$ cat src/rtl/buck_pkg.sv
`timescale 1ns/1ps
package buck_pkg;
    typedef enum logic [2:0] {
        PH_IDLE    = 3'd0,
        PH_HS_DEAD = 3'd1,
        PH_HS_ON   = 3'd2,
        PH_LS_DEAD = 3'd3,
        PH_LS_ON   = 3'd4,
        PH_FLOAT   = 3'd5
    } phase_t;
endpackage

$ cat src/rtl/cycle_timer.sv
`timescale 1ns/1ps
module cycle_timer #(
    parameter int PERIOD = 100,
    localparam int CW = $clog2(PERIOD)
) (
    input  logic          clk,
    input  logic          rst_n,
    input  logic          run_en,
    output logic [CW-1:0] cnt,
    output logic          wrap
);
    localparam logic [CW-1:0] LAST = CW'(PERIOD - 1);

    // Held at the last position while disabled, so the first enabled edge wraps.
    always_ff @(posedge clk or negedge rst_n) begin
        if (!rst_n)
            cnt <= LAST;
        else if (!run_en)
            cnt <= LAST;
        else if (cnt == LAST)
            cnt <= '0;
        else
            cnt <= cnt + 1'b1;
    end

    assign wrap = run_en && (cnt == LAST);

    AST_WRAP_RESTART: assert property (@(posedge clk) disable iff (!rst_n)
        wrap |=> (cnt == '0));
endmodule

$ cat src/rtl/phase_fsm.sv
`timescale 1ns/1ps
module phase_fsm
    import buck_pkg::*;
#(
    parameter int PERIOD  = 100,
    parameter int MAX_ON  = 94,
    parameter int SKIP_ON = 30,
    parameter int DEAD    = 2,
    localparam int CW = $clog2(PERIOD),
    localparam int DW = (DEAD > 1) ? $clog2(DEAD) : 1
) (
    input  logic          clk,
    input  logic          rst_n,
    input  logic          run_en,
    input  logic          skip_sel,
    input  logic          ramp_trip,
    input  logic          hs_ilim,
    input  logic          il_low,
    input  logic          out_high,
    input  logic          wrap,
    input  logic [CW-1:0] cnt,
    output logic          hs_gate,
    output logic          ls_gate
);
    localparam logic [DW-1:0] GAP_LOAD = DW'(DEAD - 1);
    localparam logic [CW-1:0] CAP_POS  = CW'(MAX_ON - 1);
    localparam logic [CW-1:0] SKIP_POS = CW'(SKIP_ON - 1);

    phase_t        state, nxt;
    logic [DW-1:0] gap, gap_nxt;
    logic          pulse_end;

    always_comb begin
        pulse_end = hs_ilim || (cnt == CAP_POS) ||
                    (skip_sel ? (cnt == SKIP_POS) : ramp_trip);
    end

    // State register
    always_ff @(posedge clk or negedge rst_n) begin
        if (!rst_n) begin
            state <= PH_IDLE;
            gap   <= '0;
        end else begin
            state <= nxt;
            gap   <= gap_nxt;
        end
    end

    // Next state: run drop, then period wrap, then per-state transitions
    always_comb begin
        nxt     = state;
        gap_nxt = (gap != '0) ? gap - 1'b1 : '0;
        if (!run_en) begin
            nxt = PH_IDLE;
        end else if (wrap) begin
            if (skip_sel && out_high) begin
                nxt = PH_FLOAT;
            end else begin
                nxt     = PH_HS_DEAD;
                gap_nxt = GAP_LOAD;
            end
        end else begin
            unique case (state)
                PH_IDLE:    nxt = PH_IDLE;
                PH_HS_DEAD: if (gap == '0) nxt = PH_HS_ON;
                PH_HS_ON: begin
                    if (pulse_end) begin
                        nxt     = PH_LS_DEAD;
                        gap_nxt = GAP_LOAD;
                    end
                end
                PH_LS_DEAD: begin
                    if (skip_sel && il_low)
                        nxt = PH_FLOAT;
                    else if (gap == '0)
                        nxt = PH_LS_ON;
                end
                PH_LS_ON:   if (skip_sel && il_low) nxt = PH_FLOAT;
                PH_FLOAT:   nxt = PH_FLOAT;
                default:    nxt = PH_IDLE;
            endcase
        end
    end

    // Output decode
    always_comb begin
        hs_gate = 1'b0;
        ls_gate = 1'b0;
        unique case (state)
            PH_HS_ON: hs_gate = 1'b1;
            PH_LS_ON: ls_gate = 1'b1;
            PH_IDLE, PH_HS_DEAD, PH_LS_DEAD, PH_FLOAT: ;
            default: ;
        endcase
    end

    AST_LS_THEN_GAP: assert property (@(posedge clk) disable iff (!rst_n)
        ls_gate |=> !hs_gate);
    AST_HS_THEN_GAP: assert property (@(posedge clk) disable iff (!rst_n)
        hs_gate |=> !ls_gate);
    AST_ZERO_RELEASE: assert property (@(posedge clk) disable iff (!rst_n)
        (skip_sel && il_low && ls_gate) |=> !ls_gate);
    AST_RUN_DROP: assert property (@(posedge clk) disable iff (!rst_n)
        !run_en |=> (!hs_gate && !ls_gate));
    AST_SKIP_IDLE: assert property (@(posedge clk) disable iff (!rst_n)
        (wrap && skip_sel && out_high) |=> (!hs_gate && !ls_gate));
endmodule

$ cat src/rtl/buck_cycle_ctrl.sv
`timescale 1ns/1ps
module buck_cycle_ctrl #(
    parameter int PERIOD  = 100,
    parameter int MAX_ON  = 94,
    parameter int SKIP_ON = 30,
    parameter int DEAD    = 2
) (
    input  logic clk,
    input  logic rst_n,
    input  logic run_en,
    input  logic skip_sel,
    input  logic ramp_trip,
    input  logic hs_ilim,
    input  logic il_low,
    input  logic out_high,
    output logic hs_gate,
    output logic ls_gate
);
    localparam int CW = $clog2(PERIOD);

    logic [CW-1:0] cnt;
    logic          wrap;

    cycle_timer #(.PERIOD(PERIOD)) u_timer (
        .clk    (clk),
        .rst_n  (rst_n),
        .run_en (run_en),
        .cnt    (cnt),
        .wrap   (wrap)
    );

    phase_fsm #(
        .PERIOD  (PERIOD),
        .MAX_ON  (MAX_ON),
        .SKIP_ON (SKIP_ON),
        .DEAD    (DEAD)
    ) u_fsm (
        .clk       (clk),
        .rst_n     (rst_n),
        .run_en    (run_en),
        .skip_sel  (skip_sel),
        .ramp_trip (ramp_trip),
        .hs_ilim   (hs_ilim),
        .il_low    (il_low),
        .out_high  (out_high),
        .wrap      (wrap),
        .cnt       (cnt),
        .hs_gate   (hs_gate),
        .ls_gate   (ls_gate)
    );

    AST_DUTY_CAP: assert property (@(posedge clk) disable iff (!rst_n)
        hs_gate |-> (cnt < CW'(MAX_ON)));
    AST_HS_RISE_POS: assert property (@(posedge clk) disable iff (!rst_n)
        $rose(hs_gate) |-> (cnt == CW'(DEAD)));
endmodule

$ cat config.mk
export PLATFORM = sky130hd
export DESIGN_NAME = buck_cycle_ctrl
export DESIGN_NICKNAME = d
export VERILOG_FILES = /design/src/rtl/buck_pkg.sv /design/src/rtl/cycle_timer.sv /design/src/rtl/phase_fsm.sv /design/src/rtl/buck_cycle_ctrl.sv
export SDC_FILE = /design/constraint.sdc
export NUM_CORES = 1
export LEC_CHECK = 0
export BUFFER_PORTS_ARGS = -buffer_cell sky130_fd_sc_hd__buf_2
export CELL_PAD_IN_SITES_DETAIL_PLACEMENT = 1
export CELL_PAD_IN_SITES_GLOBAL_PLACEMENT = 1
export CORE_UTILIZATION = 43
export CTS_CLUSTER_SIZE = 30
export DETAILED_ROUTE_END_ITERATION = 8
export PLACE_DENSITY = 0.82
export SLEW_MARGIN = 20
export SYNTH_ARGS = -nofsm -noshare
export SYNTH_HDL_FRONTEND = slang
export SYNTH_SLANG_ARGS = --single-unit
export TNS_END_PERCENT = 30
$ cat constraint.sdc
create_clock -name clk -period 4.7 [get_ports clk]
set_clock_uncertainty 0.05 [all_clocks]
set_input_delay 0.47 -clock clk [delete_from_list [all_inputs] [get_ports clk]]
set_output_delay 0.47 -clock clk [all_outputs]
set_load 0.01 [all_outputs]
# [After elaboration in Yosys (flattened, before gate mapping)]
# Cells that the tools add are included.
[totals] out_inout_bits=2 word_cells=43 mem_bits_rw=0 inputBits=8 register_bits=11 latch_bits=0 mem_count=0 romBits=0
[classes] add_sub_neg=2 div_mod_pow=0 n_shift=0 n_eq_ne=12 bitwise=0 n_mux=20 n_mul=0 order_cmp=0 n_reduce_logical=6
[op_table] operator="$mux W3" count=8
[op_table] operator="$pmux W3 S5" count=1
[op_table] operator="$eq A7 B7 Y1 const B" count=2
[op_table] operator="$mux W7" count=2
[op_table] operator="$mux W1" count=9
[op_table] operator="$ne A4 B2 Y1 const B" count=2
[op_table] operator="$add A7 B1 Y7 const B" count=1
[op_table] operator="$eq A7 B5 Y1 const B" count=1
[op_table] operator="$eq A3 B2 Y1 const B" count=2
[op_table] operator="$eq A3 B3 Y1 const B" count=2
[op_table] operator="$ne A5 B4 Y1 const B" count=1
[op_table] operator="$ne A4 B3 Y1 const B" count=1
[op_table] operator="$reduce_and A4 Y1" count=1
[op_table] operator="$eq A3 B1 Y1 const B" count=1
[op_table] operator="$logic_and A1 B1 Y1" count=3
[op_table] operator="$logic_or A1 B1 Y1" count=2
[op_table] operator="$sub A1 B1 Y1 const B" count=1

# [Logic depth before layout (Yosys ltp)]
# Gate-level depths: netlist of run 1.
[logic_depth] ltp_word=7 depth_mapped=5 ltp_nobuf=5

# [By module]
# A second synthesis of run 1 with hierarchy kept.
[hier_totals] hier_cells=66 hier_area_um2=651.9
[modules_own_cells] module="cycle_timer" seq_area_each_um2=180.2 n_inst=1 area_per_inst_um2=355.3 cells_per_inst=31
[modules_own_cells] module="phase_fsm" seq_area_each_um2=100.1 n_inst=1 area_per_inst_um2=296.5 cells_per_inst=35

# [Worst setup path before layout of run 1]
# OpenSTA, ideal clock, no wires.
[synth_path] path_type="register to register" start="register u_timer.cnt[0]" end="register u_fsm.state[2]" setup_ns=0.120 required_time_ns=4.530 path_slack_ns=2.898 path_stages_with_launch=6 arrival_time_ns=1.633 path_buffers=0 cell_sequence="dfstp_2 -> ha_1 -> nand3_1 -> or4_1 -> a21oi_1 -> and3b_1"
[synth_between] elab_chain_len=5 word_cells_on_any_way=14 cone_classes="7 x eq/ne; 3 x mux; 4 x reduce/logical"
[synth_rtl] item="start, declared" line="cycle_timer.sv:9" rtl="output logic [CW-1:0] cnt,"
[synth_rtl] item="start signal, assigned" line="cycle_timer.sv:23" rtl="cnt <= cnt + 1'b1;"
[synth_rtl] item="$eq A7 B5 Y1 / $eq A7 B7 Y1 (equally long branches)" line="phase_fsm.sv:35, phase_fsm.sv:34"
[synth_rtl] item="$mux W1 / $logic_or A1 B1 Y1 (equally long branches)" line="phase_fsm.sv:35, phase_fsm.sv:34"
[synth_rtl] item="$logic_or A1 B1 Y1" line="phase_fsm.sv:34" rtl="pulse_end = hs_ilim || (cnt == CAP_POS) ||"
[synth_rtl] item="$ne A4 B2 Y1 (no line)"
[synth_rtl] item="$reduce_and A4 Y1 (no line)"
[synth_rtl] item="end signal, assigned" line="phase_fsm.sv:44" rtl="state <= nxt;"
[synth_rtl] item="end, declared" line="phase_fsm.sv:29" rtl="phase_t state, nxt;"
# Several ways; a longest one is shown, not always the timed one.
# A chain may end at the register's enable or synchronous reset.

# [Final worst setup path of run 1]
[layout_path] start="register u_timer.cnt[0]" end="register u_fsm.gap"
[layout_between] elab_chain_len=7 word_cells_on_any_way=11 cone_classes="3 x eq/ne; 5 x mux; 3 x reduce/logical"
[layout_rtl] item="$eq A7 B5 Y1 / $eq A7 B7 Y1 (equally long branches)" line="phase_fsm.sv:35, phase_fsm.sv:34"
[layout_rtl] item="$mux W1 / $logic_or A1 B1 Y1 (equally long branches)" line="phase_fsm.sv:35, phase_fsm.sv:34"
[layout_rtl] item="$logic_or A1 B1 Y1" line="phase_fsm.sv:34"
[layout_rtl] item="$mux W1" line="phase_fsm.sv:67" rtl="if (pulse_end) begin"
[layout_rtl] item="$mux W1" line="phase_fsm.sv:63" rtl="unique case (state)"
[layout_rtl] item="$mux W1 (*)" line="phase_fsm.sv:55" rtl="end else if (wrap) begin"
[layout_rtl] item="$mux W1 (*)" line="phase_fsm.sv:53" rtl="if (!run_en) begin"
[layout_rtl] item="via u_fsm.gap_nxt" line="phase_fsm.sv:30" rtl="logic [DW-1:0] gap, gap_nxt;"
[layout_rtl] item="end signal, assigned" line="phase_fsm.sv:45" rtl="gap <= gap_nxt;"
[layout_rtl] item="end, declared" line="phase_fsm.sv:30"
# Mark *: on every way through the listed nets, which the timed path passes. The rest lies on a longest branch.

==> impl_metrics.csv, run 1 <==
group,metric,value,unit
sta,slew_viol_final,0,
setup_path,slowest_stage,"nor4_1",
global_routing,grt_use_total,0.253,
setup_path,end_kind,"register",
routing,routedWlPerCell,16.8,µm
routing,ant_nets,0,
yosys,synthTopCellsByArea,"dfrtp_1 (28%), dfstp_2 (17%), nor2_1 (4.2%)",
global_routing,antenna_found_initial,0,
final_layout,drive_gt1_frac,0.244,
yosys,syn-cell-area,632,µm²
yosys,synth.distinct_cells,30,
global_routing,grt_first_pass_wirelength,2520,µm
die,die_x,40.3,µm
routing,avgViaCountPerCell,5.80,
die,dieArea,1630,µm²
final_layout,syn_to_final_growth,14.3,%
routing,drcViolationCount,0,
setup_path,critPathMaxStageDelay,650,ps
clock_network,numCtsBuffers,3,
yosys,synth_edf_count,0,
pwr,peakVddDrop,0.296,mV
yosys,postSynthAreaPerCell,9.57,µm²
pwr,power_density,568,nW/µm²
sta,tns,0,ps
yosys,synth_ff_type,"dfrtp_1",
sta,worst_pin_slew,823,ps
global_routing,grt_pass1_vias,589,
die,ioPinCount,10,
routing,drt-pass1-iter-count,4,
pwr,switching_power,167,µW
pwr,p_comb_frac,0.384,
sta,rsz0062_at_grt,"no",
sta,finalSetupViolCount,0,
yosys,seq_area_frac_synth,0.444,
clock_network,clk_latency,280,ps
sta,min_period,2060,ps
pwr,internal_power,243,µW
pwr,p_leak,0.000313,µW
setup_path,start_kind,"register",
setup_path,cp.arrival,2180,ps
final_layout,fin_area,722,µm²
yosys,synth.top_cells.by_count,"dfrtp_1 (7), nor2_1 (7), a21oi_1 (5), nand3_1 (5), o21ai_0 (5)",
routing,drt_iter0_drc,3,
final_layout,antenna_cells,0,
final_layout,fill_cells,161,
yosys,synth_largest_area_cell,"dfrtp_1",
routing,wirelength,1560,µm
clock_network,clockBufferDepth,2,
die,rows,13,
place,port_buffers,9,
place,hpwl,1230,µm
outcome,outcome,"complete, no violations",
sta,hold_viol,0,
setup_path,crit_chain,"ha_1 -> nand3_1 -> nor4_1 -> a2111oi_2 -> o21a_1",
global_routing,grt_max_degree,12,
yosys,yosysTopAreaCellShare,0.277,
sta,fin_crit_sh,0.438,
clock_network,clk_pin_slew,60,ps
die,core_area,1330,µm²
pwr,seqPwrFrac,0.459,
place,gp_congestion,0.826,
clock_network,clock-sinks,11,
setup_path,worst-setup-path-type,"register to register",
die,die_h,40.3,µm
setup_path,crit_fanout,5,
pwr,p_total,410,µW
yosys,syn_nets,76,
clock_network,cts_max_level,1,
die,start_util,0.474,
yosys,async_reset_ff_frac,1.00,
hold_path,min_path_type,"input pin to register",
pwr,pwr-share-clk,0.158,
final_layout,num-nets-final,89,
yosys,ys.warnings.count,0,
sta,max_slew_margin,0.446,
run,drv_cap,0,
pwr,p_sw_frac,0.407,
clock_network,root_buffer,"clkbuf_4",
yosys,syn_inst,66,
routing,vias,539,
place,placed_cell_area,686,µm²
sta,fmax,485,MHz
yosys,ys_seq_elements,11,
setup_path,cp.required,4810,ps
global_routing,grt_overflow,0,
clock_network,cts_tree,"built",
==> critical path, delay by kind of cell (launching register included) <==
family	cells	cell delay [ps]
flops	1	560
simple gates	2	790
fa+ha+maj	1	250
compound gates	2	310
==> final cells by class <==
type | instances | area (µm²) | area share
timing repair buffer | 10 | 55.1 | 0.0763
inverter | 2 | 7.51 | 0.0104
sequential | 11 | 280 | 0.388
clock buffer | 4 | 26.3 | 0.0364
tap | 15 | 18.8 | 0.0260
multi-input combinational | 51 | 334 | 0.463
==> routing by layer <==
metal  part of all wire  GRT usage
met2               0.51      0.468
met1               0.43      0.256
met4              0.016     0.0750
met3              0.042      0.100
met5                  0          0
==> power by group through the flow <==
| stage | combinational (µW) | clock [µW] | sequential (µW) |
|---|---|---|---|
| 4_1_cts | 160 | 68.1 | 186 |
| 5_1_grt | 178 | 71.1 | 193 |
| 3_5_place_dp | 158 | 0 | 188 |
| 3_3_place_gp | 147 | 0 | 184 |
| 6_report | 157 | 64.6 | 188 |
| 2_1_floorplan | 128 | 0 | 165 |
==> cell families after synthesis <==
| family | Yosys count | synth area share |
|---|---|---|
| xor+xnor | 4 | 0.0555 |
| fa+ha+maj | 2 | 0.0396 |
| compound gates | 20 | 0.222 |
| buf+inv | 4 | 0.0277 |
| flops | 11 | 0.444 |
| simple gates | 25 | 0.212 |
==> through the flow <==
step | std cells | worst slack, ps | hold WS (ps) | util
after floorplan | 66 | 2900 | 124 | -
after global placement | 88 | 2750 | 300 | 0.514
after detailed placement | 88 | 2600 | 300 | 0.514
after CTS | 93 | 2590 | 416 | 0.541
after global routing | 93 | 2450 | 441 | 0.541
final | 93 | 2640 | 428 | 0.541
==> layout by cell type (no fill, tap or decap) <==
| cell type | count |
|---|---|
| xnor2_1 | 3 |
| o21ai_0 | 5 |
| buf_2 | 9 |
| clkbuf_4 | 3 |
| nor2_1 | 7 |
| nor4_1 | 1 |
| or4b_4 | 1 |
| nand2_1 | 4 |
| a21bo_2 | 1 |
| nor3_1 | 1 |
| o21a_1 | 1 |
| ha_1 | 2 |
| dfrtp_1 | 7 |
| nand2b_1 | 2 |
| o22a_1 | 1 |
| a31oi_1 | 1 |
| dfstp_2 | 4 |
| nor3b_1 | 1 |
| inv_1 | 2 |
| a2111oi_2 | 1 |
| xor2_1 | 1 |
| o211ai_1 | 1 |
| a21boi_0 | 1 |
| o31a_1 | 1 |
| a41o_1 | 1 |
| a21oi_1 | 5 |
| clkbuf_1 | 1 |
| or4_1 | 1 |
| and2_1 | 1 |
| and3b_1 | 1 |
| nand3_1 | 5 |
| dlygate4sd3_1 | 1 |
| a311oi_1 | 1 |
==> path summary, 6_finish.rpt <==
kind                                            start                          to  slack (ps)  cells past startpoint
max                          u_timer.cnt[0]$_DFF_PN1_         u_fsm.gap$_DFF_PN0_        2640                      5
min                                            run_en    u_timer.cnt[1]$_DFF_PN1_         430                      2
max reg2reg                  u_timer.cnt[0]$_DFF_PN1_         u_fsm.gap$_DFF_PN0_        2640                      5
min reg2reg                u_fsm.state[2]$_DFFE_PN0P_  u_fsm.state[1]$_DFFE_PN0P_         460                      1
max in group asynchronous                       rst_n    u_timer.cnt[6]$_DFF_PN1_        3800                      2
min in group asynchronous                       rst_n    u_timer.cnt[3]$_DFF_PN0_         530                      2
==> state kept, by name (all words and copies together) (netlist names) <==
name / cells
u_timer.cnt: 7
u_fsm.state: 3
u_fsm.gap: 1
==> repair_timing <==
action	4_1_cts	5_1_grt
gates resized for setup	0	0
buffers inserted	0	0
endpoints found under the hold margin	7	0
endpoints found under the setup margin	0	0
hold buffers	1	0
(Power assumes the default switching activity.)
==> run 2: changes to the inputs <==
--- a/config.mk
+++ b/config.mk
@@ -8,10 +8,10 @@
 export BUFFER_PORTS_ARGS = -buffer_cell sky130_fd_sc_hd__buf_2
 export CELL_PAD_IN_SITES_DETAIL_PLACEMENT = 1
 export CELL_PAD_IN_SITES_GLOBAL_PLACEMENT = 1
-export CORE_UTILIZATION = 43
+export CORE_UTILIZATION = 40
 export CTS_CLUSTER_SIZE = 30
 export DETAILED_ROUTE_END_ITERATION = 8
-export PLACE_DENSITY = 0.82
+export PLACE_DENSITY = 0.77
 export SLEW_MARGIN = 20
 export SYNTH_ARGS = -nofsm -noshare
 export SYNTH_HDL_FRONTEND = slang
==> constraint.sdc (replaced) <==
create_clock -name clk -period 1.9 [get_ports clk]
set_clock_uncertainty 0.05 [all_clocks]
set_input_delay 0.19 -clock clk [delete_from_list [all_inputs] [get_ports clk]]
set_output_delay 0.19 -clock clk [all_outputs]
set_load 0.01 [all_outputs]
==> impl_metrics.csv, run 2 (synthesis results as in run 1) <==
group,metric,value,unit
sta,max_slew_margin,0.799,
setup_path,crit_chain,"ha_1 -> nand3_1 -> or4_4 -> a21oi_2 -> and3b_1",
final_layout,final_cell_mix,"buf_2 (9), nor2_1 (7), dfrtp_1 (7)",
routing,drt-pass1-iter-count,2,
setup_path,cp.arrival,1900,ps
sta,rsz0062_at_grt,"no",
global_routing,grt_pass1_vias,606,
pwr,p_leak,0.000336,µW
die,dieArea,1740,µm²
place,port_buffers,9,
setup_path,slowest_stage,"dfstp_2",
clock_network,cts_max_level,1,
clock_network,cts_tree,"built",
setup_path,end_kind,"register",
sta,hold_slack,152,ps
clock_network,root_buffer,"clkbuf_4",
sta,worst_pin_slew,300,ps
setup_path,path_buf_inv,0,
setup_path,crit_fanout,4,
final_layout,antenna_cells,0,
die,rows,13,
setup_path,critPathMaxStageDelay,560,ps
sta,slew_viol_final,0,
routing,wirelength,1480,µm
die,start_util,0.457,
final_layout,drive_gt1_frac,0.305,
die,die_x,41.7,µm
final_layout,layout_commonest_cell,"buf_2",
sta,finalSetupViolCount,0,
pwr,peakVddDrop,0.574,mV
final_layout,syn_to_final_growth,20.2,%
sta,fin_crit_sh,0.946,
global_routing,grt_use_total,0.202,
routing,vias,554,
final_layout,reg.largest.list,"u_timer.cnt: 7 flops, u_fsm.state: 3 flops, u_fsm.gap: 1 flops",
routing,avgViaCountPerCell,5.71,
global_routing,grt_max_degree,12,
global_routing,grt_overflow,0,
final_layout,regMostFlops,"u_timer.cnt",
place,place_ws,61.3,ps
clock_network,clk_pin_slew,70,ps
routing,routedWlPerCell,15.2,µm
sta,tns,0,ps
clock_network,numCtsBuffers,3,
setup_path,worst-setup-path-type,"register to register",
global_routing,busiest_layer,"met2",
place,gp_congestion,0.785,
die,core_area,1380,µm²
final_layout,num-nets-final,93,
pwr,power_density,1390,nW/µm²
sta,hold_viol,0,
sta,min_period,1800,ps
place,hpwl,1140,µm
clock_network,clock-sinks,11,
die,die_h,41.7,µm
hold_path,min_path_type,"input pin to register",
place,placed_cells,92,
global_routing,grt_use_met2,0.334,
final_layout,fill_cells,175,
global_routing,antenna_found_initial,0,
final_layout,largest_reg_flops,7,
global_routing,use_met3,0.0652,
setup_path,crit_family,"simple AND/OR/NAND/NOR gates",
run,drv_cap,0,
global_routing,grtUsageMet1,0.248,
sta,setup_slack,103,ps
routing,ant_nets,0,
routing,drt_iter0_drc,2,
sta,fmax,557,MHz
setup_path,cp.required,2010,ps
die,ioPinCount,10,
routing,drcViolationCount,0,
clock_network,post_cts_buffers,0,
final_layout,fin_cells,97,
setup_path,start_kind,"register",
global_routing,grt_first_pass_wirelength,2620,µm
outcome,outcome,"complete, no violations",
clock_network,clk_latency,260,ps
clock_network,clockBufferDepth,2,
final_layout,fin_util,0.549,
run 2: changes by cell type in the layout (fill, tap and decap cells not counted):
| cell | before | now |
|---|---|---|
| buf_4 | 0 | 4 |
| or4_1 | 1 | 0 |
| or4_4 | 0 | 1 |
| a21oi_2 | 0 | 1 |
| a21oi_1 | 5 | 4 |
run 2: power by group:
group	switching [µW]	internal (µW)
clock network	76.4	81.2
logic	229	229
registers	100	338
run 2: what timing repair did:
action | CTS | global route
resized for setup | 0 | 2
setup endpoints to repair | 0 | 1
hold buffers | 1 | 0
endpoints found under the hold margin | 11 | 0
run 2: per-layer routing:
layer	up-vias	share of wire	wire length, µm
met5	-	0	0
met4	0	0	0
met3	0	0.020	29
met2	6	0.49	719
met1	274	0.49	726
li1	274	-	-
run 2: final cells by class:
class,instances,area [µm²],area share
well taps,15,18.8,0.0247
clock buffers,4,26.3,0.0346
flip-flops and latches,11,280,0.369
inverters,2,7.51,0.00988
multi-input cells,51,342,0.450
repair buffers,14,85.1,0.112
run 2: path summary, 6_finish.rpt:
check                                                  end  cells past startpoint  slack, ps                        from
worst max-delay path            u_fsm.state[2]$_DFFE_PN0P_                      5        100    u_timer.cnt[0]$_DFF_PN1_
worst min-delay path              u_timer.cnt[1]$_DFF_PN1_                      2        150                      run_en
worst max register to register  u_fsm.state[2]$_DFFE_PN0P_                      5        100    u_timer.cnt[0]$_DFF_PN1_
worst min register to register  u_fsm.state[1]$_DFFE_PN0P_                      1        440  u_fsm.state[2]$_DFFE_PN0P_
max in group asynchronous         u_timer.cnt[5]$_DFF_PN1_                      2       1270                       rst_n
min in group asynchronous         u_timer.cnt[2]$_DFF_PN0_                      2        270                       rst_n
run 2: metrics by stage:
stage	total power [µW]	cell area, µm²
after CTS	1060	752
final	1050	759
after floorplan	725	632
after global placement	865	716
after detailed placement	885	716
after global routing	1150	759
